$ cat src/rtl/irq_res_pkg.sv
package irq_res_pkg;

    // Worst-case starting value for the running best priority.
    localparam int unsigned BEST_W    = 8;
    localparam logic [BEST_W-1:0] BEST_INIT = 8'd255;

endpackage

$ cat src/rtl/irq_line_pick.sv
module irq_line_pick #(
    parameter int unsigned NUM_BANKS  = 3,
    parameter int unsigned BANK_LINES = 32,
    parameter int unsigned PRIO_W     = 6,
    parameter int unsigned PRIO_USED  = 6,
    localparam int unsigned NUM_LINES = NUM_BANKS * BANK_LINES,
    localparam int unsigned IDX_W     = $clog2(NUM_LINES)
) (
    input  logic [NUM_LINES-1:0]        pend,
    input  logic [NUM_LINES-1:0]        mask,
    input  logic [NUM_LINES-1:0]        steer,
    input  logic [NUM_LINES*PRIO_W-1:0] prio,
    input  logic                        fiq_sel,
    input  logic [IDX_W-1:0]            idx,
    output logic                        eligible,
    output logic [PRIO_W-1:0]           prio_sel
);

    logic [NUM_BANKS-1:0] bank_hit;
    logic [NUM_BANKS-1:0] bank_elig;
    logic [PRIO_W-1:0]    bank_prio [NUM_BANKS];
    logic [PRIO_W-1:0]    raw_prio;

    // One slice per bank: each bank resolves the selected line locally.
    for (genvar b = 0; b < NUM_BANKS; b++) begin : g_bank
        logic [BANK_LINES-1:0]        b_pend;
        logic [BANK_LINES-1:0]        b_mask;
        logic [BANK_LINES-1:0]        b_steer;
        logic [BANK_LINES*PRIO_W-1:0] b_prio;

        assign b_pend  = pend [b*BANK_LINES +: BANK_LINES];
        assign b_mask  = mask [b*BANK_LINES +: BANK_LINES];
        assign b_steer = steer[b*BANK_LINES +: BANK_LINES];
        assign b_prio  = prio [b*BANK_LINES*PRIO_W +: BANK_LINES*PRIO_W];

        always_comb begin
            bank_hit[b]  = 1'b0;
            bank_elig[b] = 1'b0;
            bank_prio[b] = '0;
            for (int i = 0; i < BANK_LINES; i++) begin
                if (idx == IDX_W'(b*BANK_LINES + i)) begin
                    bank_hit[b]  = 1'b1;
                    bank_elig[b] = b_pend[i] & ~b_mask[i] & (b_steer[i] == fiq_sel);
                    bank_prio[b] = b_prio[i*PRIO_W +: PRIO_W];
                end
            end
        end
    end

    always_comb begin
        eligible = 1'b0;
        raw_prio = '0;
        for (int b = 0; b < NUM_BANKS; b++) begin
            if (bank_hit[b]) begin
                eligible = bank_elig[b];
                raw_prio = bank_prio[b];
            end
        end
    end

    // Optional narrowing of the priority field.
    if (PRIO_USED < PRIO_W) begin : g_narrow
        assign prio_sel = {{(PRIO_W-PRIO_USED){1'b0}}, raw_prio[PRIO_USED-1:0]};
    end else begin : g_full
        assign prio_sel = raw_prio;
    end

endmodule

$ cat src/rtl/irq_prio_cmp.sv
module irq_prio_cmp #(
    parameter int unsigned PRIO_W = 6,
    parameter int unsigned BEST_W = 8
) (
    input  logic              eligible,
    input  logic [PRIO_W-1:0] prio_sel,
    input  logic [BEST_W-1:0] best,
    output logic              take,
    output logic [BEST_W-1:0] prio_ext
);

    assign prio_ext = {{(BEST_W-PRIO_W){1'b0}}, prio_sel};
    // Less-or-equal lets a later (higher-numbered) line win a tie.
    assign take     = eligible && (prio_ext <= best);

endmodule

$ cat src/rtl/irq_resolver.sv
module irq_resolver #(
    parameter int unsigned NUM_BANKS  = 3,
    parameter int unsigned BANK_LINES = 32,
    parameter int unsigned PRIO_W     = 6,
    parameter int unsigned PRIO_USED  = 6,
    localparam int unsigned NUM_LINES = NUM_BANKS * BANK_LINES,
    localparam int unsigned IDX_W     = $clog2(NUM_LINES)
) (
    input  logic                        clk,
    input  logic                        rst_n,
    input  logic                        start,
    input  logic                        fiq_sel,
    input  logic [NUM_LINES-1:0]        pend,
    input  logic [NUM_LINES-1:0]        mask,
    input  logic [NUM_LINES-1:0]        steer,
    input  logic [NUM_LINES*PRIO_W-1:0] prio,
    output logic                        done,
    output logic                        valid,
    output logic [IDX_W-1:0]            code
);
    import irq_res_pkg::*;

    localparam logic [IDX_W-1:0] LAST_IDX = IDX_W'(NUM_LINES - 1);

    typedef struct packed {
        logic              busy;
        logic [IDX_W-1:0]  idx;
        logic [BEST_W-1:0] best;
        logic              found;
        logic [IDX_W-1:0]  cand;
        logic              done;
        logic              valid;
        logic [IDX_W-1:0]  code;
    } res_state_t;

    res_state_t st_d, st_q;

    logic              line_elig;
    logic [PRIO_W-1:0] line_prio;
    logic              take;
    logic [BEST_W-1:0] line_prio_ext;
    logic              scan_active;

    irq_line_pick #(
        .NUM_BANKS  (NUM_BANKS),
        .BANK_LINES (BANK_LINES),
        .PRIO_W     (PRIO_W),
        .PRIO_USED  (PRIO_USED)
    ) u_pick (
        .pend     (pend),
        .mask     (mask),
        .steer    (steer),
        .prio     (prio),
        .fiq_sel  (fiq_sel),
        .idx      (st_q.idx),
        .eligible (line_elig),
        .prio_sel (line_prio)
    );

    irq_prio_cmp #(
        .PRIO_W (PRIO_W),
        .BEST_W (BEST_W)
    ) u_cmp (
        .eligible (line_elig),
        .prio_sel (line_prio),
        .best     (st_q.best),
        .take     (take),
        .prio_ext (line_prio_ext)
    );

    always_comb begin
        st_d      = st_q;
        st_d.done = 1'b0;
        if (!st_q.busy) begin
            if (start) begin
                st_d.busy  = 1'b1;
                st_d.idx   = '0;
                st_d.best  = BEST_INIT;
                st_d.found = 1'b0;
                st_d.cand  = '0;
            end
        end else begin
            if (take) begin
                st_d.best  = line_prio_ext;
                st_d.cand  = st_q.idx;
                st_d.found = 1'b1;
            end
            if (st_q.idx == LAST_IDX) begin
                st_d.busy  = 1'b0;
                st_d.done  = 1'b1;
                st_d.valid = st_q.found | take;
                st_d.code  = take ? st_q.idx : st_q.cand;
            end else begin
                st_d.idx = st_q.idx + 1'b1;
            end
        end
    end

    always_ff @(posedge clk or negedge rst_n) begin
        if (!rst_n) begin
            st_q       <= '0;
            st_q.best  <= BEST_INIT;
        end else begin
            st_q <= st_d;
        end
    end

    assign scan_active = st_q.busy;
    assign done        = st_q.done;
    assign valid       = st_q.valid;
    assign code        = st_q.code;

endmodule

$ cat config.mk
export PLATFORM = sky130hd
export DESIGN_NAME = irq_resolver
export DESIGN_NICKNAME = d
export VERILOG_FILES = /design/src/rtl/irq_res_pkg.sv /design/src/rtl/irq_line_pick.sv /design/src/rtl/irq_prio_cmp.sv /design/src/rtl/irq_resolver.sv
export SDC_FILE = /design/constraint.sdc
export NUM_CORES = 1
export LEC_CHECK = 0
export BUFFER_PORTS_ARGS = -buffer_cell sky130_fd_sc_hd__buf_2
export CORE_AREA = 3 3 342 344
export DETAILED_ROUTE_END_ITERATION = 16
export DIE_AREA = 0 0 345 347
export PLACE_DENSITY = 0.4
export RECOVER_POWER = 50
export SYNTH_ARGS = -nofsm -noshare
export SYNTH_HDL_FRONTEND = slang
export SYNTH_SLANG_ARGS = --single-unit
$ cat constraint.sdc
create_clock -name clk -period 5.54 [get_ports clk]
set_input_delay 1.108 -clock clk [delete_from_list [all_inputs] [get_ports clk]]
set_output_delay 1.108 -clock clk [all_outputs]
set_load 0.05 [all_outputs]
==> flow_results.org <==
** Layout
- In the final design database the tool counted 3828 nets.
- From synthesis to final layout, the design area changed by 78.6%.
- Post-route cell area :: 0.0212 mm²
- In the final layout, the share of cells above drive strength 1 is 0.464.
- Finished Layout Cells :: 4512
- Counting the fill cells in the layout gives 13500.

** CTS
- Cts hold-fix bufs :: 0
- The clock drives 32 sinks.
- Clock latency on the worst-skew pair, taken at its later pin, is 0.29 ns.
- Clock tree from TritonCTS :: done
- The tree is rooted in a sky130_fd_sc_hd__clkbuf_16.
- Clock buffers created by TritonCTS :: 5
- The longest clock path from root to sink contains 2 buffers.
- After clock tree synthesis, the clock-pin slew on the worst setup and hold paths is 0.06 ns.
- The H-tree was split into 2 levels.

** GRT
- The first global-routing pass estimated 210 mm of wire.
- Initial antenna violation count :: 146
- Total Routing Usage GR :: 0.256
- For this run, global-route usage on met3 was measured as 0.0695.
- Entering global routing, the biggest net connects 36 pins.
- For this run the aggregate overflow at the end of global routing stands at 0.
- Vias in the first global route :: 21900
- Met1 Resource Use GR :: 0.298
- For this run, global-route usage on met2 was measured as 0.474.
- The layer flagged by global routing as most heavily used is met2.

** Pwr
- Across the VDD grid, the largest voltage drop is 270 µV.
- Power density over cell area :: 421 mW/mm²
- LEAKAGE :: 9.16 nW

** Placement
- Quantity of I/O buffers inserted on ports :: 876
- Routability-driven placement finished with a final weighted congestion of 0.966.
- After detailed placement, the total cell area comes to 0.0205 mm².
- Cell Count Post-Placement :: 4443
- Post-DP HPWL :: 147 mm

** Die
- Core Box Area :: 0.114 mm²
- Total Die Area :: 0.120 mm²
- Vertical die dimension :: 347 µm
- Num ports :: 877
- Die boundary width :: 345 µm
- After floorplanning, the core was divided into 124 placement rows.
- For this configuration, the core starts out at a cell density of 0.104.

** Timing
- At the pin with the least slew margin, the transition time is 1.97 ns.
- Shortest clock period the worst path allows after layout :: 5.30 ns
- Final clock skew :: 0.00148 ns
- Final worst path period share :: 0.957
- The max-slew violation count is 33.
- Max-slew headroom :: -0.310
- Setup violations remaining at the end of the flow were counted as 0.
- The final hold violation count was 0.
- Static timing analysis puts the maximum clock frequency at 189 MHz.

** Run status
- The run finished, with violations left.
- The checks that failed: capacitance limit, slew limit.

** Yosys
- Netlist area before placement :: 0.0118 mm²
- Syn nets :: 2703
- Mean area per synthesized cell :: 6.49 µm²
- Total number of yosys warnings :: 0
- Counting flops with a built-in enable in the synthesized netlist gives 0.
- By count the netlist is led by 211 x sky130_fd_sc_hd__nand2_1, 210 x sky130_fd_sc_hd__nor2_1, 112 x sky130_fd_sc_hd__a21oi_1.
- The share of synthesized area in the top cell type comes to 0.0669.
- The most common cell in the synthesized netlist is sky130_fd_sc_hd__nand2_1.
- Synthesized netlist cell count :: 1825
- After synthesis the netlist holds a flip-flop and latch count of 32.
- Number of library cell types mapped by synthesis :: 88
- Of the synthesized area, sequential elements account for 0.0683.
- By area the synthesized netlist is led by sky130_fd_sc_hd__nand2_1 6.7%, sky130_fd_sc_hd__nor2_1 6.7%, sky130_fd_sc_hd__dfrtp_1 5.3%.
- Dominant cell type by area after synthesis :: sky130_fd_sc_hd__nand2_1
- In the synthesized netlist the async set-or-reset flop fraction comes to 1.00.
- Most used flip-flop cell after synthesis :: sky130_fd_sc_hd__dfrtp_1

** Detailed routing
- The detail route stage leaves a number of antenna-violating nets equal to 0.
- After detailed routing, the average wire length per cell comes to 36.0 µm.
- Detailed routing inserted a total of 21600 vias.
- Remaining routing DRC violations :: 0
- The first detailed-routing pass ran for 6 iterations.
- Routed via count divided by cell count :: 4.80
- Sum of routed wire length over all layers :: 162 mm
- The detailed router finished its first iteration with 1840 violations.

** Hold path
- Along the worst hold path, the cell count comes to 1.
- Type of the tightest min-delay check :: reg -> reg

** Worst setup path
- Crit Reg-Reg Startpoint :: st_q[25]
- Endpoint arrival time on the critical path :: 5.52 ns
- The worst register-to-register path has a depth of 25.
- WS Path Type :: reg -> reg
- Worst reg2reg path endpoint :: st_q[19]
- Critical Path Max Stage Delay :: 0.40 ns
- Crit end category :: register
- Crit path max fanout :: 6
- Tracing the worst setup path back leads to its startpoint at st_q[25].
- The worst setup path is launched from a register.
- The cell that appears most often on the critical path is sky130_fd_sc_hd__buf_4.
- Data required time of the critical path :: 5.76 ns
- The critical path ends at st_q[19].
- Across all register-to-register paths, the minimum setup slack is 0.24 ns.
- Cell at the slowest stage of the critical path :: sky130_fd_sc_hd__dfrtp_2

** Flow run
- Across the run, the number of max-cap violations was 1.
-- critical path, delay by kind of cell, from the launching register on --
family	cells	cell delay, ns
buffers and inverters	7	1.20
AOI/OAI and AO/OA	9	1.63
DFF	1	0.40
muxes	1	0.33
adders and majority gates	2	0.41
and+or+nand+nor	6	1.24
-- kinds of logic (layout without fill, tap and decap cells) --
group	after synthesis	after routing	share of synthesized area
and+or+nand+nor	815	815	0.358
AOI/OAI and AO/OA	671	671	0.405
buffers and inverters	182	1308	0.0707
xor gates and xnor gates	100	100	0.0739
DFF	32	32	0.0683
muxes	15	15	0.0134
adders and majority gates	10	10	0.0106
other	0	49	0
-- report_power, final --
part	switching, W	internal [W]	total [W]	leakage, nW
sequential	0.000105	0.000368	0.000472	0.344
clock	0.000117	0.000211	0.000328	0.0801
combinational	0.00494	0.00316	0.00810	8.73
total	0.00517	0.00374	0.00890	9.16
-- layout by cell type (no fill, tap or decap), drive strengths merged, types with 49 or more instances in the layout --
master and instances:
xnor2 60, o21ai 96, nor2 212, nand2 214
diode 49, nor3 77, o22ai 54, buf 1253
a21oi 112, nand3 64
-- cell type report --
class,instances,area [µm²],share of cell area
antenna,49,123,0.00580
clock inverter,3,42.5,0.00201
timing repair buffer,1259,7480,0.353
tap,1512,1890,0.0894
clock buffer,5,125,0.00591
sequential,32,818,0.0387
multi-input combinational,1611,10500,0.497
inverter,41,154,0.00727
-- how the worst min path moves through the flow --
stage | start | end | slack (ns)
2_1_floorplan | st_q[16] | st_q[16] | 0.45
3_3_place_gp | st_q[16] | st_q[16] | 0.47
3_5_place_dp | st_q[16] | st_q[16] | 0.47
4_1_cts | st_q[16] | st_q[16] | 0.48
5_1_grt | st_q[23] | st_q[23] | 0.53
6_report | st_q[16] | st_q[16] | 0.48
-- sequential cells by signal, summed over array words and instances, names as in the netlist --
name         count
valid            1
scan_active      1
done             1
st_q            22
code             7
-- stage by stage --
step	hold slack [ns]	utilization	power [W]	TNS [ns]	setup WS (ns)
final	0.482	0.185	0.00890	0	0.239
after floorplan	0.450	-	0.00386	0	0.705
after global routing	0.525	0.185	0.00937	-0.00140	-0.00140
after global placement	0.473	0.179	0.00830	-9.50	-0.513
after CTS	0.485	0.181	0.00869	0	0.00117
after detailed placement	0.470	0.179	0.00827	-8.31	-0.459
-- layer usage --
| metal | share of wire | wire, µm |
|---|---|---|
| met5 | 0.0037 | 596 |
| met4 | 0.018 | 2970 |
| met3 | 0.082 | 13300 |
| met2 | 0.51 | 82900 |
| met1 | 0.39 | 62500 |
-- what timing repair did --
action                     4_1_cts  5_1_grt
setup buffers                    0       12
setup endpoints to repair       23       23
resized for setup               17       49
pin swaps                        2       10
(Power assumes the default switching activity.)
